$ cat config.mk
export PLATFORM = sky130hd
export DESIGN_NAME = trng_cond_top
export DESIGN_NICKNAME = d
export VERILOG_FILES = /design/src/rtl/trng_cond_pkg.sv /design/src/rtl/raw_bit_collector.sv /design/src/rtl/sha_msg_window.sv /design/src/rtl/sha_round_core.sv /design/src/rtl/trng_cond_top.sv
export SDC_FILE = /design/constraint.sdc
export NUM_CORES = 2
export LEC_CHECK = 0
export BUFFER_PORTS_ARGS = -buffer_cell sky130_fd_sc_hd__buf_2
export CELL_PAD_IN_SITES_DETAIL_PLACEMENT = 1
export CELL_PAD_IN_SITES_GLOBAL_PLACEMENT = 1
export CORE_ASPECT_RATIO = 1.75
export CORE_MARGIN = 4
export CORE_UTILIZATION = 30
export DETAILED_ROUTE_END_ITERATION = 16
export GPL_TIMING_DRIVEN = 1
export PLACE_DENSITY = 0.64
export SYNTH_ARGS = -nofsm -noshare
export SYNTH_HDL_FRONTEND = slang
export SYNTH_HIERARCHICAL = 1
export SYNTH_SLANG_ARGS = --single-unit
$ cat constraint.sdc
create_clock -name clk -period 14.7 [get_ports clk]
set_input_delay 1.47 -clock clk [delete_from_list [all_inputs] [get_ports clk]]
set_output_delay 1.47 -clock clk [all_outputs]
set_load 0.1 [all_outputs]
$ cat src/rtl/trng_cond_pkg.sv
package trng_cond_pkg;

  localparam int RAW_BITS   = 440;
  localparam int BLOCK_BITS = 512;
  localparam int LEN_BITS   = 64;
  localparam int PAD_BITS   = BLOCK_BITS - RAW_BITS - LEN_BITS;
  localparam int WORD_W     = 32;
  localparam int ROUNDS     = 64;
  localparam int DIG_WORDS  = 8;
  localparam int DIG_W      = WORD_W * DIG_WORDS;
  localparam int SCHED_WORDS = BLOCK_BITS / WORD_W;

  typedef logic [WORD_W-1:0] word_t;

  typedef enum logic [2:0] {
    ST_IDLE = 3'd0,
    ST_FILL = 3'd1,
    ST_LOAD = 3'd2,
    ST_HASH = 3'd3,
    ST_DONE = 3'd4
  } run_state_t;

  localparam word_t SHA_K [ROUNDS] = '{
    32'h428a2f98, 32'h71374491, 32'hb5c0fbcf, 32'he9b5dba5,
    32'h3956c25b, 32'h59f111f1, 32'h923f82a4, 32'hab1c5ed5,
    32'hd807aa98, 32'h12835b01, 32'h243185be, 32'h550c7dc3,
    32'h72be5d74, 32'h80deb1fe, 32'h9bdc06a7, 32'hc19bf174,
    32'he49b69c1, 32'hefbe4786, 32'h0fc19dc6, 32'h240ca1cc,
    32'h2de92c6f, 32'h4a7484aa, 32'h5cb0a9dc, 32'h76f988da,
    32'h983e5152, 32'ha831c66d, 32'hb00327c8, 32'hbf597fc7,
    32'hc6e00bf3, 32'hd5a79147, 32'h06ca6351, 32'h14292967,
    32'h27b70a85, 32'h2e1b2138, 32'h4d2c6dfc, 32'h53380d13,
    32'h650a7354, 32'h766a0abb, 32'h81c2c92e, 32'h92722c85,
    32'ha2bfe8a1, 32'ha81a664b, 32'hc24b8b70, 32'hc76c51a3,
    32'hd192e819, 32'hd6990624, 32'hf40e3585, 32'h106aa070,
    32'h19a4c116, 32'h1e376c08, 32'h2748774c, 32'h34b0bcb5,
    32'h391c0cb3, 32'h4ed8aa4a, 32'h5b9cca4f, 32'h682e6ff3,
    32'h748f82ee, 32'h78a5636f, 32'h84c87814, 32'h8cc70208,
    32'h90befffa, 32'ha4506ceb, 32'hbef9a3f7, 32'hc67178f2
  };

  localparam word_t SHA_IV [DIG_WORDS] = '{
    32'h6a09e667, 32'hbb67ae85, 32'h3c6ef372, 32'ha54ff53a,
    32'h510e527f, 32'h9b05688c, 32'h1f83d9ab, 32'h5be0cd19
  };

  function automatic word_t rotr(input word_t x, input int n);
    return (x >> n) | (x << (WORD_W - n));
  endfunction

  function automatic word_t sig_big0(input word_t x);
    return rotr(x, 2) ^ rotr(x, 13) ^ rotr(x, 22);
  endfunction

  function automatic word_t sig_big1(input word_t x);
    return rotr(x, 6) ^ rotr(x, 11) ^ rotr(x, 25);
  endfunction

  function automatic word_t sig_sm0(input word_t x);
    return rotr(x, 7) ^ rotr(x, 18) ^ (x >> 3);
  endfunction

  function automatic word_t sig_sm1(input word_t x);
    return rotr(x, 17) ^ rotr(x, 19) ^ (x >> 10);
  endfunction

  function automatic word_t f_choose(input word_t x, input word_t y, input word_t z);
    return (x & y) ^ (~x & z);
  endfunction

  function automatic word_t f_major(input word_t x, input word_t y, input word_t z);
    return (x & y) ^ (x & z) ^ (y & z);
  endfunction

endpackage

$ cat src/rtl/raw_bit_collector.sv
module raw_bit_collector #(
  parameter int NBITS = 440,
  localparam int CW   = $clog2(NBITS)
) (
  input  logic             clk,
  input  logic             rst_n,
  input  logic             clr_i,
  input  logic             en_i,
  input  logic             bit_i,
  output logic [NBITS-1:0] word_o,
  output logic             last_o
);

  logic [NBITS-1:0] word_q, word_d;
  logic [CW-1:0]    cnt_q, cnt_d;
  logic             upd;

  assign last_o = en_i && (cnt_q == CW'(NBITS - 1));
  assign upd    = clr_i || en_i;
  assign word_o = word_q;

  always_comb begin
    word_d = word_q;
    cnt_d  = cnt_q;
    if (clr_i) begin
      word_d = '0;
      cnt_d  = '0;
    end else if (en_i) begin
      word_d = {word_q[NBITS-2:0], bit_i};
      cnt_d  = last_o ? '0 : cnt_q + 1'b1;
    end
  end

  always_ff @(posedge clk) begin
    if (!rst_n) begin
      word_q <= '0;
      cnt_q  <= '0;
    end else if (upd) begin
      word_q <= word_d;
      cnt_q  <= cnt_d;
    end
  end

  // the counter never passes the last bit position
  p_cnt_range_r2: assert property (@(posedge clk) disable iff (!rst_n)
    cnt_q <= CW'(NBITS - 1));

  // each sampled bit enters at the LSB end, older bits move up
  p_shift_in_r3: assert property (@(posedge clk) disable iff (!rst_n)
    (en_i && !clr_i) |=> (word_q[0] == $past(bit_i)) &&
                         (word_q[NBITS-1:1] == $past(word_q[NBITS-2:0])));

  // no update without clear or enable
  p_hold_idle_r8: assert property (@(posedge clk) disable iff (!rst_n)
    (!en_i && !clr_i) |=> $stable(word_q));

endmodule

$ cat src/rtl/sha_msg_window.sv
module sha_msg_window
  import trng_cond_pkg::*;
#(
  parameter int NWORDS = 16,
  localparam int BB    = NWORDS * WORD_W
) (
  input  logic          clk,
  input  logic          rst_n,
  input  logic          load_i,
  input  logic          step_i,
  input  logic [BB-1:0] block_i,
  output word_t         wt_o
);

  word_t w_q [NWORDS];
  word_t w_d [NWORDS];
  word_t w_new;

  assign w_new = sig_sm1(w_q[NWORDS-2]) + w_q[NWORDS-7] + sig_sm0(w_q[1]) + w_q[0];
  assign wt_o  = w_q[0];

  always_comb begin
    for (int j = 0; j < NWORDS; j++) begin
      w_d[j] = w_q[j];
    end
    if (load_i) begin
      for (int j = 0; j < NWORDS; j++) begin
        w_d[j] = block_i[BB-1-WORD_W*j -: WORD_W];
      end
    end else if (step_i) begin
      for (int j = 0; j < NWORDS-1; j++) begin
        w_d[j] = w_q[j+1];
      end
      w_d[NWORDS-1] = w_new;
    end
  end

  generate
    for (genvar g = 0; g < NWORDS; g++) begin : g_slot
      always_ff @(posedge clk) begin
        if (!rst_n) begin
          w_q[g] <= '0;
        end else if (load_i || step_i) begin
          w_q[g] <= w_d[g];
        end
      end
    end
  endgenerate

  // the window slides by one word per round
  p_window_slide_r4: assert property (@(posedge clk) disable iff (!rst_n)
    (step_i && !load_i) |=> (w_q[0] == $past(w_q[1])));

  // a load places the block's first word at the head
  p_window_load_r4: assert property (@(posedge clk) disable iff (!rst_n)
    load_i |=> (w_q[0] == $past(block_i[BB-1 -: WORD_W])));

endmodule

$ cat src/rtl/sha_round_core.sv
module sha_round_core
  import trng_cond_pkg::*;
#(
  parameter int NROUNDS = 64,
  localparam int RW     = $clog2(NROUNDS)
) (
  input  logic             clk,
  input  logic             rst_n,
  input  logic             load_i,
  input  word_t            wt_i,
  output logic             step_o,
  output logic             fin_o,
  output logic [DIG_W-1:0] digest_o
);

  word_t            v_q [DIG_WORDS];
  word_t            v_d [DIG_WORDS];
  logic             act_q, act_d;
  logic             fin_q, fin_d;
  logic [RW-1:0]    rnd_q, rnd_d;
  logic [DIG_W-1:0] dig_q, dig_d;
  logic             last_rnd;
  word_t            t1, t2;

  assign last_rnd = act_q && (rnd_q == RW'(NROUNDS - 1));
  assign t1 = v_q[7] + sig_big1(v_q[4]) + f_choose(v_q[4], v_q[5], v_q[6])
            + SHA_K[rnd_q] + wt_i;
  assign t2 = sig_big0(v_q[0]) + f_major(v_q[0], v_q[1], v_q[2]);

  assign step_o   = act_q;
  assign fin_o    = fin_q;
  assign digest_o = dig_q;

  always_comb begin
    for (int j = 0; j < DIG_WORDS; j++) begin
      v_d[j] = v_q[j];
    end
    act_d = act_q;
    fin_d = 1'b0;
    rnd_d = rnd_q;
    dig_d = dig_q;
    if (load_i) begin
      for (int j = 0; j < DIG_WORDS; j++) begin
        v_d[j] = SHA_IV[j];
      end
      act_d = 1'b1;
      rnd_d = '0;
    end else if (act_q) begin
      v_d[0] = t1 + t2;
      v_d[1] = v_q[0];
      v_d[2] = v_q[1];
      v_d[3] = v_q[2];
      v_d[4] = v_q[3] + t1;
      v_d[5] = v_q[4];
      v_d[6] = v_q[5];
      v_d[7] = v_q[6];
      rnd_d  = rnd_q + 1'b1;
      if (last_rnd) begin
        act_d = 1'b0;
        fin_d = 1'b1;
      end
    end
    if (fin_q) begin
      for (int j = 0; j < DIG_WORDS; j++) begin
        dig_d[DIG_W-1-WORD_W*j -: WORD_W] = SHA_IV[j] + v_q[j];
      end
    end
  end

  generate
    for (genvar g = 0; g < DIG_WORDS; g++) begin : g_var
      always_ff @(posedge clk) begin
        if (!rst_n) begin
          v_q[g] <= '0;
        end else if (load_i || act_q) begin
          v_q[g] <= v_d[g];
        end
      end
    end
  endgenerate

  always_ff @(posedge clk) begin
    if (!rst_n) begin
      act_q <= 1'b0;
      fin_q <= 1'b0;
      rnd_q <= '0;
    end else begin
      act_q <= act_d;
      fin_q <= fin_d;
      rnd_q <= rnd_d;
    end
  end

  always_ff @(posedge clk) begin
    if (!rst_n) begin
      dig_q <= '0;
    end else if (fin_q) begin
      dig_q <= dig_d;
    end
  end

  // the final add follows directly on the last round
  p_fin_after_last_r5: assert property (@(posedge clk) disable iff (!rst_n)
    fin_q |-> $past(act_q) && ($past(rnd_q) == RW'(NROUNDS - 1)));

  // the controller never reloads a busy engine
  p_no_reload_r6: assert property (@(posedge clk) disable iff (!rst_n)
    load_i |-> !act_q && !fin_q);

  // the digest only moves on the final add
  p_digest_hold_r7: assert property (@(posedge clk) disable iff (!rst_n)
    !fin_q |=> $stable(dig_q));

endmodule

$ cat src/rtl/trng_cond_top.sv
module trng_cond_top
  import trng_cond_pkg::*;
#(
  parameter int RAW_W  = RAW_BITS,
  parameter int HASH_W = DIG_W,
  localparam int PAD_W = BLOCK_BITS - RAW_W - LEN_BITS
) (
  input  logic              clk,
  input  logic              rst_n,
  input  logic              trig_i,
  input  logic              raw_bit_i,
  output logic [RAW_W-1:0]  raw_word_o,
  output logic [HASH_W-1:0] digest_o,
  output logic              done_o
);

  run_state_t            st_q, st_d;
  logic                  trig_ok;
  logic                  col_en, col_last;
  logic                  eng_load, eng_step, eng_fin;
  logic [BLOCK_BITS-1:0] msg_block;
  word_t                 wt;
  logic [RAW_W-1:0]      word;
  logic [DIG_W-1:0]      dig;

  assign trig_ok  = trig_i && ((st_q == ST_IDLE) || (st_q == ST_DONE));
  assign col_en   = (st_q == ST_FILL);
  assign eng_load = (st_q == ST_LOAD);
  assign msg_block = {word, 1'b1, {(PAD_W-1){1'b0}}, LEN_BITS'(RAW_W)};

  always_comb begin
    st_d = st_q;
    unique case (st_q)
      ST_IDLE, ST_DONE: if (trig_ok)  st_d = ST_FILL;
      ST_FILL:          if (col_last) st_d = ST_LOAD;
      ST_LOAD:                        st_d = ST_HASH;
      ST_HASH:          if (eng_fin)  st_d = ST_DONE;
      default:                        st_d = ST_IDLE;
    endcase
  end

  always_ff @(posedge clk) begin
    if (!rst_n) begin
      st_q <= ST_IDLE;
    end else begin
      st_q <= st_d;
    end
  end

  raw_bit_collector #(.NBITS(RAW_W)) u_collect (
    .clk    (clk),
    .rst_n  (rst_n),
    .clr_i  (trig_ok),
    .en_i   (col_en),
    .bit_i  (raw_bit_i),
    .word_o (word),
    .last_o (col_last)
  );

  sha_msg_window #(.NWORDS(SCHED_WORDS)) u_sched (
    .clk     (clk),
    .rst_n   (rst_n),
    .load_i  (eng_load),
    .step_i  (eng_step),
    .block_i (msg_block),
    .wt_o    (wt)
  );

  sha_round_core #(.NROUNDS(ROUNDS)) u_rounds (
    .clk      (clk),
    .rst_n    (rst_n),
    .load_i   (eng_load),
    .wt_i     (wt),
    .step_o   (eng_step),
    .fin_o    (eng_fin),
    .digest_o (dig)
  );

  assign raw_word_o = word;
  assign digest_o   = HASH_W'(dig);
  assign done_o     = (st_q == ST_DONE);

  // results hold until a trigger is taken
  p_done_hold_r7: assert property (@(posedge clk) disable iff (!rst_n)
    (done_o && !trig_i) |=> done_o && $stable(raw_word_o) && $stable(digest_o));

  // a trigger during hashing does not restart collection
  p_hash_no_restart_r6: assert property (@(posedge clk) disable iff (!rst_n)
    (st_q == ST_HASH && trig_i) |=> (st_q == ST_HASH) || (st_q == ST_DONE));

  // done is entered only from hashing
  p_done_entry_r5: assert property (@(posedge clk) disable iff (!rst_n)
    $rose(done_o) |-> $past(st_q) == ST_HASH);

  // an accepted trigger leaves the word cleared
  p_trig_clears_r9: assert property (@(posedge clk) disable iff (!rst_n)
    trig_ok |=> (raw_word_o == '0) && !done_o);

endmodule

==> metrics.md <==
| Metric | Value |
|---|---|
| Largest net degree at the start of global routing | 204 |
| Die area | 272,000 sq um |
| Post-CTS resize count | 0 |
| Critical Path AT | 11.08 ns |
| Hold Path Class | flop to flop |
| Top-count cell post-synth | nor2_1 |
| Switching Fraction | 0.355 |
| Flop2flop setup slack | 4.16 ns |
| Combinational share of power | 0.337 |
| # IOs | 701 |
| Seq pwr share | 0.350 |
| Worst Setup End Kind | flop |
| Post-synth EDFFs | 768 |
| Pleak | 35.1 nW |
| Clock share of power | 0.313 |
| DRC viols | 0 |
| GRT overflow | 0 |
| Via density | 5.09 |
| Sequential area share after synthesis | 0.474 |
| Setup Crit Path Kind | flop to flop |
| CTS H-tree depth | 4 |
| Sink Count | 1,484 |
| Setup violators final | 0 |
| Final min period | 10.54 ns |
| Post-synth top flop | edfxtp_1 |
| Core area | 261,000 sq um |
| Final hold viol count | 0 |
| Setup TNS | 0 ns |
| # nets final | 8,595 |
| GPL Wtd Cong | 0.940 |
| Final Skew | 0.0713 ns |
| CTS Buf Count | 158 |
| Cell row count | 248 |
| Worst-Margin Slew | 1.30 ns |
| #FFs+latches synth | 1,484 |
| Root Buffer | clkbuf_16 |
| DRT Pass-1 Iters | 5 |
| Share of the synthesized area in the top cell type | 0.292 |
| Initial antenna violation count | 8 |
| Total track usage | 0.238 |
| Outcome | finished clean |
| Starting Density | 0.302 |
| First-pass GRT wire length | 472,000 microns |
| Area after DPL | 85,700 sq um |
| P_sw | 4.61 mW |
| TritonCTS clock tree | done |
| Routed via count | 60,400 |
| Final ANT Viol Nets | 0 |
| Worst-path clk slew | 0.09 ns |
| WL final | 335,000 microns |
| Slew Viols, Final | 0 |
| CTS Hold Bufs | 0 |
| Buffers on Ports | 700 |
| Yosys warns | 6 |
| Cell taking the most area after synthesis | edfxtp_1 |
| Final Cycle Share | 0.717 |
| WL per Instance | 28.3 microns |
| Initial DRC Count | 3,667 |
| Maximum vdd drop | 0.0000862 V |
| Cell internal pwr | 8.38 mW |
| Power Density | 143 nW/um^2 |
| Post-route cell area | 90,800 sq um |
| Distinct cells, synth | 110 |
| Commonest cells post-synth | nor2_1, mux2i_1, edfxtp_1, dfxtp_1, inv_1 |
| Share of cells above drive strength 1 | 0.135 |
| Fill cells | 29,700 |
| Unrepaired setup endpoints after global routing | false |
| Die Ht | 686 microns |
| CP max stage cell | ha_1 |
| Worst stage delay on the critical path | 0.97 ns |
| Max Buffers Root-to-Sink | 4 |
| Synth-to-layout area growth | 15.1% |
| Post-synthesis average cell area | 10.2 sq um |
| Ys async rst share | 0 |
| Crit path launch type | flop |
| Clock latency on the worst-skew pair | 0.83 ns |
| Relative slew slack | 0.126 |
| Mapped Area | 78,900 sq um |
| # Max-Cap Violations | 0 |
| CP max FO | 14 |
| Detailed Place HPWL | 256,000 microns |
| Post-Syn Instances | 7,741 |
| WP data required | 15.24 ns |
| Die width | 396 microns |
| Post-CTS setup buffer count | 0 |
| Fmax | 94.9 MHz |
| Top cells by area, synth | edfxtp_1, dfxtp_1, mux2i_1, nor2_1, fa_1 |
| Number of global-route vias before repair | 63,400 |
[cells by family (layout without fill, tap and decap cells)]
logic type	Yosys count	in the layout	synth area share
flops	1484	1484	0.474
other cells	2	80	0.0000952
xor+xnor	536	536	0.0595
buf+inv	944	1496	0.0485
fa+ha+maj	349	349	0.0732
mux	1045	1045	0.134
compound gates	1050	1050	0.0871
simple gates	2331	2331	0.124
[metrics by stage]
step                      setup slack (ns)   util  power, mW  std cells  hold WS [ns]
after global routing                  3.60  0.348       13.7      11900         0.492
after global placement                4.10  0.328       8.89      11600         0.447
after detailed placement              4.10  0.328       8.95      11600         0.448
after CTS                             4.06  0.348       13.1      11900         0.458
final                                 4.16  0.348       13.0      11900         0.456
after floorplan                       1.25      -       7.74       7811         0.459
[critical path: cells and delay by family (launching register included)]
kind	cells	cell delay, ns
DFF	1	0.35
AOI/OAI and AO/OA	16	4.52
xor gates and xnor gates	1	0.20
adders and majority gates	6	3.03
and+or+nand+nor	7	1.53
buffers and inverters	4	0.63
[cell type report]
| cell class | count | area, sq um | share of cell area |
|---|---|---|---|
| multi-input cells | 5383 | 38000 | 0.418 |
| flip-flops and latches | 1484 | 37400 | 0.412 |
| clock buffers | 221 | 4440 | 0.0489 |
| well taps | 3500 | 4380 | 0.0482 |
| repair buffers | 795 | 4350 | 0.0479 |
| inverters | 424 | 1600 | 0.0176 |
| clock inverters | 56 | 618 | 0.00681 |
| diodes | 8 | 20.0 | 0.000220 |
[per-layer routing]
metal	part of all wire	routed length, microns	GRT usage	vias up
met1	0.35	119000	0.247	30600
met4	0.068	22700	0.131	2
li1	-	-	-	27400
met2	0.51	172000	0.437	1735
met3	0.065	21700	0.0593	589
met5	0.000039	13	0	-
[worst paths after layout]
path	start	end	cells after the start
hold reg to reg	u_rounds/digest_o[159]$_SDFFE_PN0P_	u_rounds/digest_o[159]$_SDFFE_PN0P_	2
setup / recovery	u_rounds/rnd_q[0]$_SDFFE_PP0P_	u_rounds/v_q[0][30]$_SDFFCE_PN0P_	34
hold / removal	u_rounds/digest_o[159]$_SDFFE_PN0P_	u_rounds/digest_o[159]$_SDFFE_PN0P_	2
setup reg to reg	u_rounds/rnd_q[0]$_SDFFE_PP0P_	u_rounds/v_q[0][30]$_SDFFCE_PN0P_	34
[flip-flops by register name, summed over array words and instances (netlist names)]
register / count
u_collect/word_o: 440
u_collect/cnt_q: 9
u_rounds/fin_o: 1
u_rounds/digest_o: 256
u_rounds/step_o: 1
st_q: 3
u_rounds/v_q: 256
u_sched/w_q: 512
u_rounds/rnd_q: 6
[cell usage in the layout (no fill, tap or decap), drive strengths merged, types with 156 or more instances in the layout]
cell type	count
dfxtp	716
a21oi	300
nor2	1638
fa	189
nand2	251
inv	430
o21ai	245
buf	795
mux2i	1018
edfxtp	768
xnor2	344
xor2	192
ha	156
clkbuf	221
[power by group through the flow]
stage,registers (mW),clock network (mW),logic [mW]
detailed placement,4.63,0,4.32
global placement,4.63,0,4.26
global route,4.54,4.34,4.79
CTS,4.54,4.19,4.35
finish,4.54,4.07,4.38
floorplan,4.59,0,3.15
No activity file was read; power rests on OpenSTA's default activity.
